==> config.mk <==
export PLATFORM = sky130hd
export DESIGN_NAME = ptr_prefix_decoder
export DESIGN_NICKNAME = d
export VERILOG_FILES = /design/src/rtl/ptr_prefix_decoder.sv
export SDC_FILE = /design/constraint.sdc
export NUM_CORES = 1
export LEC_CHECK = 0
export BUFFER_PORTS_ARGS = -buffer_cell sky130_fd_sc_hd__buf_4
export CELL_PAD_IN_SITES_DETAIL_PLACEMENT = 0
export CELL_PAD_IN_SITES_GLOBAL_PLACEMENT = 1
export CORE_MARGIN = 8
export CORE_UTILIZATION = 44
export CTS_CLUSTER_SIZE = 8
export DETAILED_ROUTE_END_ITERATION = 8
export PLACE_DENSITY_LB_ADDON = 0.1
export SYNTH_ARGS = -nofsm -noshare
export SYNTH_HDL_FRONTEND = slang
export SYNTH_SLANG_ARGS = --single-unit
==> constraint.sdc <==
create_clock -name clk -period 3.2 [get_ports clk]
set_clock_uncertainty 0.2 [all_clocks]
set_input_delay 0.48 -clock clk [delete_from_list [all_inputs] [get_ports clk]]
set_output_delay 0.48 -clock clk [all_outputs]
set_load 0.02 [all_outputs]
==> src/rtl/ptr_prefix_decoder.sv <==
module ptr_prefix_decoder #(
  parameter logic [7:0] PREFIX_OP = 8'h0B
) (
  input  logic        clk,
  input  logic        rst_n,
  input  logic        fetch_valid,
  input  logic [7:0]  fetch_byte,
  output logic [2:0]  mode,
  output logic        indirect,
  output logic        prefix_pending,
  output logic        ptr_busy,
  output logic        mem_rd,
  output logic [15:0] mem_addr,
  input  logic [7:0]  mem_rdata,
  output logic        ea_valid,
  output logic [15:0] ea
);

  localparam logic [2:0] M_IMPL = 3'd0;
  localparam logic [2:0] M_ZP   = 3'd1;
  localparam logic [2:0] M_ABS  = 3'd2;
  localparam logic [2:0] M_ZPI  = 3'd3;
  localparam logic [2:0] M_ABSI = 3'd4;
  localparam logic [2:0] M_NAT  = 3'd5;
  localparam logic [2:0] M_OTH  = 3'd6;

  typedef enum logic [2:0] {S_OP, S_LO, S_HI, S_PLO, S_PHI} st_t;
  st_t st;

  logic [7:0]  lo_q, ptr_lo_q;
  logic [15:0] ptr_q;
  logic [3:0]  nib;
  logic        is_pfx, is_zp, is_abs, is_nat, is_impl;
  logic [2:0]  cls;

  assign nib     = fetch_byte[3:0];
  assign is_pfx  = fetch_byte == PREFIX_OP;
  assign is_zp   = (nib == 4'h7) || (!fetch_byte[4] && (nib == 4'h4 || nib == 4'h5 || nib == 4'h6))
                   || (fetch_byte == 8'h14);
  assign is_abs  = (!fetch_byte[4] && (nib == 4'hC || nib == 4'hD || nib == 4'hE) && fetch_byte != 8'h6C)
                   || (fetch_byte == 8'h1C) || (fetch_byte == 8'h9C);
  assign is_nat  = (nib == 4'h1) || (fetch_byte[4] && nib == 4'h2)
                   || (fetch_byte == 8'h6C) || (fetch_byte == 8'h7C);
  assign is_impl = (nib == 4'h8) || (nib == 4'hA);

  always_comb begin
    if (is_zp)        cls = prefix_pending ? M_ZPI : M_ZP;
    else if (is_abs)  cls = prefix_pending ? M_ABSI : M_ABS;
    else if (is_nat)  cls = M_NAT;
    else if (is_impl) cls = M_IMPL;
    else              cls = M_OTH;
  end

  assign ptr_busy = (st == S_PLO) || (st == S_PHI);
  assign mem_rd   = ptr_busy;
  assign mem_addr = (st != S_PHI) ? ptr_q :
                    (mode == M_ZPI) ? {8'h00, ptr_q[7:0] + 8'h01} : ptr_q + 16'h0001;

  always_ff @(posedge clk) begin
    if (!rst_n) begin
      st             <= S_OP;
      mode           <= M_IMPL;
      indirect       <= 1'b0;
      prefix_pending <= 1'b0;
      ea_valid       <= 1'b0;
      ea             <= 16'h0000;
      lo_q           <= 8'h00;
      ptr_lo_q       <= 8'h00;
      ptr_q          <= 16'h0000;
    end else begin
      ea_valid <= 1'b0;
      case (st)
        S_OP: if (fetch_valid) begin
          if (is_pfx) prefix_pending <= 1'b1;
          else begin
            prefix_pending <= 1'b0;
            mode           <= cls;
            indirect       <= (cls == M_ZPI) || (cls == M_ABSI);
            if (is_zp || is_abs) st <= S_LO;
          end
        end
        S_LO: if (fetch_valid) begin
          lo_q <= fetch_byte;
          if (mode == M_ZP) begin
            ea       <= {8'h00, fetch_byte};
            ea_valid <= 1'b1;
            st       <= S_OP;
          end else if (mode == M_ZPI) begin
            ptr_q <= {8'h00, fetch_byte};
            st    <= S_PLO;
          end else st <= S_HI;
        end
        S_HI: if (fetch_valid) begin
          if (mode == M_ABS) begin
            ea       <= {fetch_byte, lo_q};
            ea_valid <= 1'b1;
            st       <= S_OP;
          end else begin
            ptr_q <= {fetch_byte, lo_q};
            st    <= S_PLO;
          end
        end
        S_PLO: begin
          ptr_lo_q <= mem_rdata;
          st       <= S_PHI;
        end
        S_PHI: begin
          ea       <= {mem_rdata, ptr_lo_q};
          ea_valid <= 1'b1;
          st       <= S_OP;
        end
        default: st <= S_OP;
      endcase
    end
  end


  pend_set_chk: assert property (@(posedge clk) disable iff (!rst_n)
    (fetch_valid && st == S_OP && fetch_byte == PREFIX_OP) |=> prefix_pending);

  pend_clear_chk: assert property (@(posedge clk) disable iff (!rst_n)
    (fetch_valid && st == S_OP && fetch_byte != PREFIX_OP) |=> !prefix_pending);

  rd_only_ind_chk: assert property (@(posedge clk) disable iff (!rst_n)
    mem_rd |-> indirect);

  zp_page_chk: assert property (@(posedge clk) disable iff (!rst_n)
    (mem_rd && mode == M_ZPI) |-> mem_addr[15:8] == 8'h00);

  abs_step_chk: assert property (@(posedge clk) disable iff (!rst_n)
    (st == S_PHI && mode == M_ABSI) |-> mem_addr == $past(mem_addr) + 16'h0001);

  two_rd_chk: assert property (@(posedge clk) disable iff (!rst_n)
    (ea_valid && indirect) |-> ($past(mem_rd) && $past(mem_rd, 2) && !$past(mem_rd, 3)));

  direct_no_rd_chk: assert property (@(posedge clk) disable iff (!rst_n)
    (ea_valid && !indirect) |-> !$past(mem_rd));

  nat_no_ind_chk: assert property (@(posedge clk) disable iff (!rst_n)
    (mode == M_NAT || mode == M_IMPL || mode == M_OTH) |-> (!indirect && !mem_rd && !ea_valid));

endmodule

* Word level (Yosys, flattened, before mapping)
Index checks and enable logic that the tools add are counted.
W data, S select, Z words.
** Word-level totals
- Bits in registers :: 57
- RAM bits :: 0
- Logic and storage cells :: 113
- Bits in latches :: 0
- Input port bits :: 19
- Memory bits (read-only) :: 0
- Memories :: 0
- Output and inout port bits :: 40
** Operators by class
- Magnitude comparators :: 0
- Add/subtract/negate cells :: 2
- Divide/modulo/power cells :: 0
- Bitwise gates (word level) :: 1
- Multiply operators :: 0
- Reductions and logical operators :: 29
- Shifts and indexed selects :: 0
- Eq/ne operators :: 38
- Mux-type cells :: 34
** Operators with widths (count)
- $mux W16 :: 11
- $pmux W16 S3 :: 1
- $pmux W16 S2 :: 1
- $mux W3 :: 10
- $eq A4 B4 Y1 const B :: 5
- $ne A2 B2 Y1 const B :: 10
- $add A16 B1 Y16 const B :: 1
- $eq A4 B3 Y1 const B :: 4
- $eq A8 B5 Y1 const B :: 2
- $eq A8 B7 Y1 const B :: 2
- $eq A3 B2 Y1 const B :: 5
- $logic_or A1 B1 Y1 :: 15
- $pmux W3 S4 :: 1
- $reduce_and A5 Y1 :: 2
- $add A8 B1 Y8 const B :: 1
- $eq A8 B4 Y1 const B :: 1
- $eq A8 B8 Y1 const B :: 1
- $ne A8 B7 Y1 const B :: 1
- $eq A3 B1 Y1 const B :: 2
- $eq A3 B3 Y1 const B :: 2
- $mux W1 :: 6
- $mux W2 :: 3
- $reduce_and A6 Y1 :: 1
- $eq A4 B1 Y1 const B :: 1
- other kinds (11) :: 15

* Depth between registers and ports, before layout
- Depth after elaboration :: 12
- Gate-level depth with buffers :: 7
- Mapped depth without buffers :: 6

* Worst setup path after synthesis
OpenSTA, ideal clock, no wires.
- Path type :: register to output
- From :: register st[2]
- To :: output mem_addr[5]
- Path buffers :: 2
- Data required time :: 2520 ps
- Cell stages (with the launch flop) :: 7
- Slack :: 813 ps
- Data arrival time :: 1707 ps
- Path through :: dfxtp_1 > buf_4 > or3b_1 > buf_2 > or2_2 > nor2_1 > xor2_1
** On the way
- Word-level cells in the longest chain between the ends :: 2
** RTL lines
- start: declaration :: RTL line 28 : st_t st;
- start signal: assignment :: RTL line 61 : st <= S_OP;
- start signal: assignment :: RTL line 79 : if (is_zp || is_abs) st <= S_LO;
- start signal: assignment :: RTL line 87 : st <= S_OP;
- $ne A3 B3 Y1 :: RTL line 56 : assign mem_addr = (st != S_PHI) ? ptr_q :
- $mux W16 :: RTL line 56
- end: declaration :: RTL line 13 : output logic [15:0] mem_addr,
No other way between the ends.

* Worst setup path after layout
- From :: register st[0]
- To :: output mem_addr[9]
Same word-level chain as after synthesis.

==> results.yml <==
cts:
  cts_made_buffers: 9
  clock_sinks: 57
  cts_resized: 0
  cts.clk_slew.worst_paths_ns: 0.07
  clock_path_buffers: 2
  insertion_delay_ns: 0.35
  number_of_buffers_inserted_by_hold_repair_at_cts: 0
  number_of_buffers_inserted_by_post_cts_setup_repair: 0
  deepest_level_of_the_cts_h_tree: 3
  tritoncts: "yes"
  cts_root_buffer: "clkbuf_8"
synthesis:
  synth_enable_flop_cells: 0
  synth_compound_gate_area_share_pct: 23.2
  syn_nets: 392
  proportion_of_synthesized_chip_area_in_sequential_cells_pct: 36.7
  synth.most_common_cell: "dfxtp_1"
  post_synth_xor_area_fraction_pct: 4.51
  portion_of_netlist_area_occupied_by_mux_cells_pct: 2.90
  synth-simple-area-share_pct: 26.7
  post_synth.cell_area_avg_um2: 8.36
  synth.area.top_cells: "dfxtp_1, o211a_1, nand2_1"
  synth-async-reset-ratio_pct: 0
  synthesis.yosys.warnings: 0
  synth_cell_types: 52
  synth_top_family_by_area: "simple AND/OR/NAND/NOR gates"
  synth_adder_area_share_pct: 0.402
  post_synth_top_area_share_pct: 36.7
  netlist_instances: 372
  synth_seq_cells: 57
  mappedNetlistArea_um2: 3110
  synthFlopType: "dfxtp_1"
  yosysTopAreaCell: "dfxtp_1"
  synthTopCellsByCount: "dfxtp_1, nand2_1, nand3_1, o211a_1, clkbuf_1"
sta:
  maxSlewViolCount: 0
  report.final.hold_viol_count: 0
  slew-limit-headroom_pct: 55.0
  rsz0062_at_grt: "no"
  final.setup.tns_ns: 0
  report.final.setup_viol: 0
  final.period_utilization_pct: 91.3
  worst_pin_slew_ns: 0.670
  achievable-frequency_ghz: 0.342
  finalCriticalPeriod_ns: 2.92
global_route:
  number_of_global_route_vias_before_repair: 2849
  grt_first_pass_wirelength_um: 14400
  antenna_found_initial: 0
  grt_overflow: 0
  track_usage_pct: 18.0
  grt_start_max_net_pins: 58
die:
  die_width_um: 100
  design.core.area_um2: 6830
  design.portCount: 59
  design.die.area_um2: 10000
  initial_core_utilization_pct: 45.5
  std_cell_rows: 30
  die-height_um: 100
worst_setup_path:
  worst_path_max_delay_cell: "or3b_1"
  cp-start-kind: "flip-flop"
  critPathArrivalTime_ns: 2.24
  crit_path_max_fanout: 13
  cp-end-kind: "output pin"
  timing.critical_path.buf_inv: 1
  worstSetupPathType: "flip-flop to output pin"
  worst_path_largest_cell_delay_ns: 0.59
  critical_path_required_ns: 2.52
  worstPathCellList: "or3b_1 -> nor3_4 -> and4_1 -> xnor2_1 -> nor2_2 -> buf_4"
  worst_path_dominant_cell_family: "simple AND/OR/NAND/NOR gates"
cells_and_area:
  n_antenna_cell: 0
  fin_util_pct: 55.3
  finalNetCount: 434
  drive_gt1_share_pct: 21.8
  area_growth_syn_to_layout_pct: 21.5
pwr:
  power.leakage_uw: 0.00173
  ir_worst_vdd_mv: 0.301
  cellPowerDensity_nw_per_um2: 403
drt:
  via_per_inst: 5.59
  routed-via-count: 2872
  routed_wirelength_um: 8600
  number_of_remaining_drc_errors: 0
  drtAntennaViolNets: 0
  drt_first_pass_iters: 4
  first_iter_violations: 159
  route.detailed.wl_per_inst_um: 16.7
place:
  place_hpwl_um: 5890
  placement.io_buffers: 58
  gp_routability_congestion: 0.823
flow_run:
  maxCapViolations: 0
outcome:
  run_status: "complete, no violations"
worst_hold_path:
  min-delay-path-class: "input pin to flip-flop"
[placed cells by master (no fill, tap or decap), drive strengths merged, types with 4 or more instances in the layout]
cell	count
mux2i	9
nor2	18
a21boi	17
inv	4
nand2	53
and2	12
o211a	23
a221oi	8
buf	66
nor3b	5
nand3	27
a22oi	9
o21ai	6
nor3	4
xor2	9
nand4	4
dfxtp	57
nor2b	9
a21oi	14
clkbuf	10
xnor2	7
[metrics by stage]
step                      cell area (um^2)  std cells  hold slack, ns  setup WS, ns  total power, uW
after CTS                             3780        514           0.210         0.247             1540
after detailed placement              3580        499           0.260         0.631              870
final                                 3780        514           0.225         0.277             1520
after global routing                  3780        514           0.231        0.0338             1580
after global placement                3580        499           0.253         0.653              871
after floorplan                       3110        372           0.244         0.813              819
[layout make-up]
class	instances	area, um^2
sequential	57	1140
tap	96	120
fill	688	3050
clock inverter	5	56.3
multi-input combinational	276	1810
clock buffer	10	138
timing repair buffer	66	495
inverter	4	15.0
[state kept, by name, summed over array words and instances, names as in the netlist, 3 cells and up]
name and flops:
ea 16, st 3, ptr_lo_q 8, mode 3
lo_q 8, ptr_q 16
[power breakdown]
group	switching [uW]	internal [uW]
logic	74.0	53.9
clock network	292	374
registers	10.9	717
[layer usage]
| layer | part of all wire (%) | vias to the layer above | global-route usage (%) |
|---|---|---|---|
| met5 | 0 | - | 0 |
| met4 | 2.0 | 0 | 7.79 |
| met3 | 6.0 | 15 | 5.12 |
| met2 | 46 | 68 | 28.4 |
| met1 | 46 | 1371 | 22.2 |
| li1 | - | 1418 | - |
[logic make-up (layout without fill, tap and decap cells)]
logic type	after synthesis	after routing
DFF	57	57
muxes	9	9
adders and majority gates	1	1
buffers and inverters	39	85
and+or+nand+nor	158	158
xor gates and xnor gates	16	16
AOI/OAI and AO/OA	92	92
[worst paths after layout]
path | start | endpoint | slack [ns] | cells past startpoint
setup / recovery | st[0]$_SDFFE_PN0P_ | mem_addr[9] | 0.28 | 6
hold reg to reg | ptr_lo_q[5]$_SDFFE_PN0P_ | ptr_lo_q[5]$_SDFFE_PN0P_ | 0.27 | 2
hold / removal | mem_rdata[2] | ptr_lo_q[2]$_SDFFE_PN0P_ | 0.23 | 3
setup reg to reg | st[1]$_SDFFE_PN0P_ | ea[2]$_SDFFE_PN0P_ | 0.78 | 7
[worst min-delay path, delay by kind of cell]
kind | cells | cell delay (ns)
buffers and inverters | 1 | 0.11
AOI/OAI and AO/OA | 1 | 0.07
and+or+nand+nor | 1 | 0.06
Note: power is estimated with default switching activity, not from simulation.
